<file path="src/rtl/sctx_pkg.sv">
package sctx_pkg;
  localparam int SR_W  = 16;
  localparam int PC_W  = 22;
  localparam int PCL_W = 16;
  localparam int PCH_W = PC_W - PCL_W;
  localparam int SEL_W = 4;

  localparam int B_FE = 0;
  localparam int B_IE = 1;
  localparam int B_TE = 2;
  localparam int B_V  = 3;
  localparam int B_Z6 = 4;
  localparam int B_Z7 = 5;
  localparam int B_PM = 6;
  localparam int B_T  = 15;

  localparam logic [SR_W-1:0] SR_IMPL = 16'h807F;
  localparam logic [SR_W-1:0] SR_PROT = 16'h0047;
  localparam logic [SR_W-1:0] SR_RST  = 16'h0040;

  typedef enum logic [1:0] {
    CLS_IRQ = 2'd0,
    CLS_FIQ = 2'd1,
    CLS_SWI = 2'd2
  } cls_e;

  typedef enum logic [SEL_W-1:0] {
    SEL_SR      = 4'd0,
    SEL_PCL     = 4'd1,
    SEL_PCH     = 4'd2,
    SEL_IRQ_PCL = 4'd3,
    SEL_IRQ_PCH = 4'd4,
    SEL_IRQ_SSR = 4'd5,
    SEL_FIQ_PCL = 4'd6,
    SEL_FIQ_PCH = 4'd7,
    SEL_FIQ_SSR = 4'd8,
    SEL_SWI_SSR = 4'd9
  } sel_e;
endpackage

</file>
<file path="src/rtl/sctx_rst_sync.sv">
module sctx_rst_sync #(
  parameter int STAGES = 2
) (
  input  logic clk,
  input  logic rst_n,
  output logic rst_q_n
);
  logic [STAGES-1:0] chain;

  always_ff @(posedge clk or negedge rst_n) begin
    if (!rst_n) chain <= '0;
    else        chain <= {chain[STAGES-2:0], 1'b1};
  end

  assign rst_q_n = chain[STAGES-1];
endmodule

</file>
<file path="src/rtl/sctx_status.sv">
module sctx_status
  import sctx_pkg::*;
(
  input  logic            clk,
  input  logic            rst_n,
  input  logic            wr,
  input  logic [SR_W-1:0] wr_data,
  input  logic            v_we,
  input  logic            v_val,
  input  logic            t_we,
  input  logic            t_val,
  input  logic [1:0]      z_we,
  input  logic [1:0]      z_val,
  input  logic            ent_irq,
  input  logic            ent_fiq,
  input  logic            ent_swi,
  input  logic            ret,
  input  logic [SR_W-1:0] ret_sr,
  output logic [SR_W-1:0] sr
);
  logic [SR_W-1:0] sr_q, sr_d, wmask;
  logic            sr_en, ent_any;

  assign ent_any = ent_irq | ent_fiq | ent_swi;
  assign sr_en   = wr | v_we | t_we | (|z_we) | ret | ent_any;
  assign wmask   = sr_q[B_PM] ? SR_IMPL : (SR_IMPL & ~SR_PROT);

  always_comb begin
    sr_d = sr_q;
    if (wr) sr_d = (sr_q & ~wmask) | (wr_data & wmask);
    if (v_we)    sr_d[B_V]  = v_val;
    if (t_we)    sr_d[B_T]  = t_val;
    if (z_we[0]) sr_d[B_Z6] = z_val[0];
    if (z_we[1]) sr_d[B_Z7] = z_val[1];
    if (ret) sr_d = ret_sr & SR_IMPL;
    if (ent_any) begin
      sr_d = sr_q;
      sr_d[B_PM] = 1'b1;
      if (ent_irq | ent_fiq) sr_d[B_IE] = 1'b0;
      if (ent_fiq)           sr_d[B_FE] = 1'b0;
    end
  end

  always_ff @(posedge clk or negedge rst_n) begin
    if (!rst_n)     sr_q <= SR_RST;
    else if (sr_en) sr_q <= sr_d;
  end

  assign sr = sr_q;
endmodule

</file>
<file path="src/rtl/sctx_saveset.sv">
module sctx_saveset
  import sctx_pkg::*;
(
  input  logic             clk,
  input  logic             rst_n,
  input  logic             cap,
  input  logic [PC_W-1:0]  cap_pc,
  input  logic [SR_W-1:0]  cap_sr,
  input  logic             wr_pcl,
  input  logic             wr_pch,
  input  logic             wr_ssr,
  input  logic [SR_W-1:0]  wr_data,
  output logic [PC_W-1:0]  sv_pc,
  output logic [SR_W-1:0]  sv_sr
);
  logic [PC_W-1:0] pc_q, pc_d;
  logic [SR_W-1:0] ssr_q, ssr_d;
  logic            pc_en, ssr_en;

  assign pc_en  = cap | wr_pcl | wr_pch;
  assign ssr_en = cap | wr_ssr;

  always_comb begin
    pc_d  = pc_q;
    ssr_d = ssr_q;
    if (wr_pcl) pc_d[PCL_W-1:0]    = wr_data;
    if (wr_pch) pc_d[PC_W-1:PCL_W] = wr_data[PCH_W-1:0];
    if (wr_ssr) ssr_d = wr_data;
    if (cap) begin
      pc_d  = cap_pc;
      ssr_d = cap_sr;
    end
    pc_d[0] = 1'b0;
    ssr_d   = ssr_d & SR_IMPL;
  end

  always_ff @(posedge clk or negedge rst_n) begin
    if (!rst_n) begin
      pc_q  <= '0;
      ssr_q <= '0;
    end else begin
      if (pc_en)  pc_q  <= pc_d;
      if (ssr_en) ssr_q <= ssr_d;
    end
  end

  assign sv_pc = pc_q;
  assign sv_sr = ssr_q;
endmodule

</file>
<file path="src/rtl/sreg_ctx.sv">
module sreg_ctx
  import sctx_pkg::*;
(
  input  logic              clk,
  input  logic              rst_n,
  input  logic              wr_en,
  input  logic [SEL_W-1:0]  wr_sel,
  input  logic [SR_W-1:0]   wr_data,
  input  logic [SEL_W-1:0]  rd_sel,
  output logic [SR_W-1:0]   rd_data,
  input  logic              pc_ld,
  input  logic [PC_W-1:0]   pc_in,
  input  logic              v_we,
  input  logic              v_val,
  input  logic              t_we,
  input  logic              t_val,
  input  logic [1:0]        z_we,
  input  logic [1:0]        z_val,
  input  logic              exc_irq,
  input  logic              exc_fiq,
  input  logic              exc_swi,
  input  logic              ret_en,
  input  logic [1:0]        ret_cls,
  input  logic [PC_W-1:0]   swi_ret_addr,
  output logic              gpr_we,
  output logic [PCH_W-1:0]  gpr_ext,
  output logic [PCL_W-1:0]  gpr_base,
  output logic [SR_W-1:0]   sr,
  output logic [PC_W-1:0]   pc
);
  localparam int NSET = 2;

  logic                       rst_i_n;
  logic                       exc_any, ret_go;
  logic [NSET-1:0]            set_cap;
  logic [NSET-1:0][PC_W-1:0]  set_pc;
  logic [NSET-1:0][SR_W-1:0]  set_sr;
  logic [SR_W-1:0]            swi_ssr_q, ret_sr;
  logic [PC_W-1:0]            pc_q, pc_d, ret_pc;
  logic                       pc_en;

  sctx_rst_sync #(.STAGES(2)) u_rsync (
    .clk(clk), .rst_n(rst_n), .rst_q_n(rst_i_n)
  );

  assign exc_any = exc_irq | exc_fiq | exc_swi;
  assign ret_go  = ret_en & ~exc_any;
  assign set_cap = {exc_fiq, exc_irq};

  sctx_status u_stat (
    .clk(clk), .rst_n(rst_i_n),
    .wr(wr_en && wr_sel == SEL_SR), .wr_data(wr_data),
    .v_we(v_we), .v_val(v_val), .t_we(t_we), .t_val(t_val),
    .z_we(z_we), .z_val(z_val),
    .ent_irq(exc_irq), .ent_fiq(exc_fiq), .ent_swi(exc_swi),
    .ret(ret_go), .ret_sr(ret_sr), .sr(sr)
  );

  for (genvar k = 0; k < NSET; k++) begin : g_set
    localparam logic [SEL_W-1:0] BASE = SEL_W'(int'(SEL_IRQ_PCL) + 3 * k);
    sctx_saveset u_set (
      .clk(clk), .rst_n(rst_i_n),
      .cap(set_cap[k]), .cap_pc(pc_q), .cap_sr(sr),
      .wr_pcl(wr_en && wr_sel == BASE),
      .wr_pch(wr_en && wr_sel == BASE + SEL_W'(1)),
      .wr_ssr(wr_en && wr_sel == BASE + SEL_W'(2)),
      .wr_data(wr_data),
      .sv_pc(set_pc[k]), .sv_sr(set_sr[k])
    );
  end

  always_ff @(posedge clk or negedge rst_i_n) begin
    if (!rst_i_n)     swi_ssr_q <= '0;
    else if (exc_swi) swi_ssr_q <= sr;
    else if (wr_en && wr_sel == SEL_SWI_SSR) swi_ssr_q <= wr_data & SR_IMPL;
  end

  always_comb begin
    case (ret_cls)
      CLS_IRQ: begin ret_pc = set_pc[0]; ret_sr = set_sr[0];  end
      CLS_FIQ: begin ret_pc = set_pc[1]; ret_sr = set_sr[1];  end
      CLS_SWI: begin ret_pc = swi_ret_addr; ret_sr = swi_ssr_q; end
      default: begin ret_pc = pc_q; ret_sr = sr; end
    endcase
  end

  assign pc_en = ret_go | pc_ld | (wr_en && (wr_sel == SEL_PCL || wr_sel == SEL_PCH));

  always_comb begin
    pc_d = pc_q;
    if (wr_en && wr_sel == SEL_PCL) pc_d[PCL_W-1:0]    = wr_data;
    if (wr_en && wr_sel == SEL_PCH) pc_d[PC_W-1:PCL_W] = wr_data[PCH_W-1:0];
    if (pc_ld)  pc_d = pc_in;
    if (ret_go) pc_d = ret_pc;
    pc_d[0] = 1'b0;
  end

  always_ff @(posedge clk or negedge rst_i_n) begin
    if (!rst_i_n)   pc_q <= '0;
    else if (pc_en) pc_q <= pc_d;
  end

  assign pc       = pc_q;
  assign gpr_we   = exc_swi;
  assign gpr_ext  = pc_q[PC_W-1:PCL_W];
  assign gpr_base = pc_q[PCL_W-1:0];

  always_comb begin
    case (rd_sel)
      SEL_SR:      rd_data = sr;
      SEL_PCL:     rd_data = pc_q[PCL_W-1:0];
      SEL_PCH:     rd_data = SR_W'(pc_q[PC_W-1:PCL_W]);
      SEL_IRQ_PCL: rd_data = set_pc[0][PCL_W-1:0];
      SEL_IRQ_PCH: rd_data = SR_W'(set_pc[0][PC_W-1:PCL_W]);
      SEL_IRQ_SSR: rd_data = set_sr[0];
      SEL_FIQ_PCL: rd_data = set_pc[1][PCL_W-1:0];
      SEL_FIQ_PCH: rd_data = SR_W'(set_pc[1][PC_W-1:PCL_W]);
      SEL_FIQ_SSR: rd_data = set_sr[1];
      SEL_SWI_SSR: rd_data = swi_ssr_q;
      default:     rd_data = '0;
    endcase
  end
endmodule

</file>
<file path="config.mk">
export PLATFORM = sky130hd
export DESIGN_NAME = sreg_ctx
export DESIGN_NICKNAME = d
export VERILOG_FILES = /design/src/rtl/sctx_pkg.sv /design/src/rtl/sctx_rst_sync.sv /design/src/rtl/sctx_status.sv /design/src/rtl/sctx_saveset.sv /design/src/rtl/sreg_ctx.sv
export SDC_FILE = /design/constraint.sdc
export NUM_CORES = 1
export LEC_CHECK = 0
export BUFFER_PORTS_ARGS = -buffer_cell sky130_fd_sc_hd__clkbuf_2
export CORE_MARGIN = 3
export CORE_UTILIZATION = 56
export DETAILED_ROUTE_END_ITERATION = 10
export PLACE_DENSITY = 0.82
export SYNTH_ARGS = -nofsm -noshare
export SYNTH_HDL_FRONTEND = slang
export SYNTH_HIERARCHICAL = 1
export SYNTH_SLANG_ARGS = --single-unit
</file>
<file path="constraint.sdc">
create_clock -name clk -period 4.4 [get_ports clk]
set_input_delay 0.44 -clock clk [delete_from_list [all_inputs] [get_ports clk]]
set_output_delay 0.44 -clock clk [all_outputs]
set_load 0.01 [all_outputs]
</file>
; ---- Word-level counts from Yosys, hierarchy flattened
; Index checks and enable logic that the tools add are counted.
[word_totals]
input_bits = 86
output_inout_bits = 77
register_bits = 113
[op_classes]
mux = 29
eq_ne = 24
bitwise_logic = 21
reduce_logical = 48
[op_table]
columns = cell, n
row1 = $mux W16, 11
row2 = $pmux W16 S10, 1
row3 = $mux W22, 4
row4 = $pmux W22 S3, 1
row5 = $pmux W16 S3, 1
row6 = $and A16 B16 Y16, 2
row7 = $eq A4 B3 Y1 const B, 8
row8 = $reduce_and A4 Y1, 7
row9 = $reduce_bool A3 Y1, 7
row10 = $mux W6, 3
row11 = $eq A4 B2 Y1 const B, 4
row12 = $eq A4 B4 Y1 const B, 4
row13 = $not A16 Y16, 1
row14 = $or A16 B16 Y16, 1
row15 = $reduce_bool A2 Y1, 8
row16 = $or A1 B1 Y1, 15
row17 = $mux W7, 2
row18 = $reduce_and A2 Y1, 6
row19 = $reduce_and A3 Y1, 4
row20 = $logic_and A1 B1 Y1, 11
row21 = $eq A4 B1 Y1 const B, 2
row22 = $logic_not A4 Y1, 2
row23 = $mux W1, 6
row24 = $ne A5 B2 Y1 const B, 1
row25 = other kinds (10), 10

; ---- Depth between registers and ports, before layout
[depth]
ltp_word = 8
ltp_mapped = 10
ltp_nobuf = 7

; ---- Cells and area by module
; The synthesis kept the hierarchy.
[modules_own_cells]
columns = mod, area_per_inst_um2, n_inst, cells_per_inst
row1 = sreg_ctx, 3935.0, 1, 472
row2 = sctx_saveset, 1422.6, 2, 136
row3 = sctx_status, 578.1, 1, 68
row4 = sctx_rst_sync, 53.8, 1, 3

; ---- Worst setup path before layout
; OpenSTA, ideal clock, no wires.
[synth_timing]
path_type = input to output
startpoint = input port rd_sel[1]
endpoint = output port rd_data[13]
t_required_ns = 3.960
path_stages = 6
setup_slack_ns = 2.202
arrival_time_ns = 1.758
path_cell_list = clkbuf_1 or3b_2 nor2_1 buf_2 a222oi_1 nand3_1
[synth_between]
elab_chain_cells = 2
word_cells_on_any_way = 11
classes_between = 9 x eq/ne / 1 x mux / 1 x reduce/logical
[synth_rtl]
columns = item, line
row1 = from (decl), sreg_ctx.sv:9  ; input logic [SEL_W-1:0] rd_sel,
row2 = $eq A4 B4 Y1 (tied with other cells), sreg_ctx.sv:109  ; case (rd_sel)
row3 = $pmux W16 S10 (*), sreg_ctx.sv:109
row4 = to (decl), sreg_ctx.sv:10  ; output logic [SR_W-1:0] rd_data,
; Mark *: on every way between the ends. The rest lies on a longest branch, timed or not.

; ---- Worst setup path after layout
[layout_timing]
startpoint = input port rd_sel[2]
endpoint = output port rd_data[6]
; The elaborated chain is that of the path after synthesis.

==> run summary <==
The run gives 105 as the total clock sinks. Clock tree root buffer cell: clkbuf_16. The portion of total power attributed to sequential cells is 0.481. The tools report the number of hold buffers added after cts as 1. Counting the buffers created by CTS gives 9. The number of vias per cell after detailed routing came out at 6.48. The count of buffers from port buffering was 150; the combinational power share was 0.233. The gate family responsible for the most delay along the worst path was simple AND/OR/NAND/NOR gates. The logs give 0.931 for the routability congestion estimate and 2 for the maximum clock path buffer count. Setup violations remaining at the end of the flow were counted as 0. The run gives 0 as the number of instances resized during post-cts repair. The part of the power in the clock network is 0.287, and the estimated wirelength of the detail-placed design is 15100 um. The max-slew violation count is 0, and the horizontal die dimension is 120 um. The synthesized netlist occupies a cell area of 7220 um^2. The switching share of power is 0.334. The run gives 2.65 ns as the data arrival time at the worst-slack endpoint. The ratio of total power to cell area works out to 335 nW/um^2.

The run gives 0.587 as the effective utilization at floorplan. The clock period minus final worst setup slack works out to 3.09 ns. The critical path contains buffers and inverters numbering 3 combined. The number of max-cap violations was 0. Initial antenna violation count: 0. For the worst setup path, the data required time is 3.96 ns. The run finished with clean final reports.

After layout, the design draws a total of 0.00266 W. The cell seen most often among critical-path stages was clkbuf_2. The share of final-layout standard cells stronger than drive strength 1 was 0.239. Registers take 2630 um^2.

Area growth from synthesis to final layout: 10.0%. For this design the static power due to leakage is 3.54 nW. For the I/O pin count, the log shows 163.

Entering global routing, the biggest net connects 62 pins. The total number of yosys warnings is 6, and the DRC violation total after the first TritonRoute iteration is 1165. The run gives 7670 um^2 as the post-place instance area.

The maximum VDD drop came out at 0.246 mV. The top cell types in the final layout, fill and taps aside, are 150 x clkbuf_2, 109 x nand2_1, 106 x mux2i_1. Adding up every negative setup slack in the final design gives 0 ns. The internal power of the cells is 0.00178 W, and the maximum level of the CTS H-tree is 3.

The routed design has 22400 um of wire. The number of antenna diodes was 0; the post-place setup slack was 1.41 ns. Setup repair after global routing left no endpoint under its margin.

In this run the mean area of a mapped cell was 9.13 um^2. The later pin in the worst-skew pair is clocked with a latency of 0.35 ns. On the worst path, the slowest cell contributes a delay of 0.60 ns.

The floorplan has 40 rows. The finished cells cover 7950 um^2. The tools report the wire length of the first global-routing pass as 35000 um.

For this run, design rule violations remaining after detail routing come to 0. Number of standard cells in the final layout excluding fillers: 1046. The floorplan step defined a die boundary enclosing 14300 um^2. In this run the power spent charging and discharging nets is 0.000888 W. The most frequent standard cell in the layout excluding fill and tap cells was clkbuf_2. The run gives 0 as the final hold violation count. For the number of placed cells counting well taps, the log shows 1031. The first TritonRoute pass finished after 9 iterations. For the overall track demand over capacity in global routing, the log shows 0.309.

Once the clock tree was built, the setup fixing pass inserted 0 buffers. At the end of the flow, the number of nets in the layout was 965. Type of the setup path with the least slack: primary input to primary output. Multi-input gate area in the final layout: 3820 um^2. The type of element capturing the critical path is a primary output.

At the pin with the least slew margin, the transition time is 1.34 ns. The kind of start point of the critical path is a primary input. The number of antenna-violating nets in the routed design was 0; the number of global-route vias before repair was 6400. Setup slack on the critical path of the routed design comes to 1.31 ns. For this run the aggregate overflow at the end of global routing stands at 0. Derived from the worst setup path, the maximum achievable clock frequency is 324 MHz. Between clock sinks in the finished design, the worst skew comes to 0.00453 ns.

The remaining max-slew budget at the tightest pin came out at 0.0981. From bottom edge to top edge, the die measures 120 um. Of all nets on the critical path, the largest fanout is 22.

Walking the worst path, the cells encountered are clkbuf_2, or3b_2, nor2_1, buf_4, a222oi_1, nand3_1, clkbuf_2. The total via count after detailed routing was 6778. Dividing the detail-routed wire length by the instance count gives 21.5 um.

For this design, the slowest cell found on the critical path is or3b_2. The core region is 12300 um^2. TritonCTS built the clock tree. In this run the worst hold path is classified as flip-flop to flip-flop.

The layout has 1055 filler cells. The synthesized netlist cell count was 791. After clock tree synthesis, the clock-pin slew on the worst setup and hold paths is 0.07 ns.

Share of the clock period used by the worst path: 0.701.
[final timing paths]
check / depth (start not counted) / to / start / slack (ns)
max in group asynchronous: 1 / g_set[0].u_set/sv_pc[13] / u_rsync/chain[1] / 2.87
setup / recovery: 7 / rd_data[6] / rd_sel[2] / 1.31
setup reg to reg: 5 / u_stat/sr[5] / g_set[1].u_set/sv_sr[5] / 2.83
hold reg to reg: 0 / u_rsync/chain[1] / u_rsync/chain[0] / 0.36
hold / removal: 0 / u_rsync/chain[1] / u_rsync/chain[0] / 0.36
min in group asynchronous: 2 / u_rsync/chain[1] / rst_n / 0.40
[sequential cells by signal, summed over array words and instances (netlist names)]
register           cells
g_set.u_set/sv_pc     42
g_set.u_set/sv_sr     16
pc                    21
swi_ssr_q             16
u_rsync/chain          2
u_stat/sr              8
[power by group through the flow]
stage / Sequential [W] / Clock (W) / Combinational, W
global placement: 0.00129 / 0 / 0.000592
global route: 0.00130 / 0.000804 / 0.000676
finish: 0.00128 / 0.000764 / 0.000620
CTS: 0.00127 / 0.000773 / 0.000613
floorplan: 0.00125 / 0 / 0.000431
detailed placement: 0.00129 / 0 / 0.000609
[per-layer routing]
metal	part of all wire	track usage	vias to the layer above	wire length, um
met5	0	0	-	0
met4	0.037	0.139	0	838
met3	0.11	0.0561	67	2490
met2	0.46	0.490	499	10400
met1	0.39	0.415	3212	8740
li1	-	-	3000	-
[layout make-up]
cell class	count	share of cell area
clock inverters	3	0.00220
multi-input cells	558	0.481
repair buffers	166	0.110
clock buffers	11	0.0318
well taps	168	0.0264
flip-flops and latches	105	0.331
inverters	35	0.0172
[through the flow]
stage                util  hold slack [ns]
floorplan               -            0.144
global placement    0.623            0.227
detailed placement  0.623            0.228
CTS                 0.646            0.358
global route        0.646            0.360
finish              0.646            0.356
[worst reg2reg max path, delay by kind of cell, from the launching register on]
kind / cells / cell delay, ns
AOI/OAI and AO/OA: 2 / 0.52
muxes: 2 / 0.43
DFF: 1 / 0.41
and+or+nand+nor: 1 / 0.11
No activity file was read; power rests on OpenSTA's default activity.
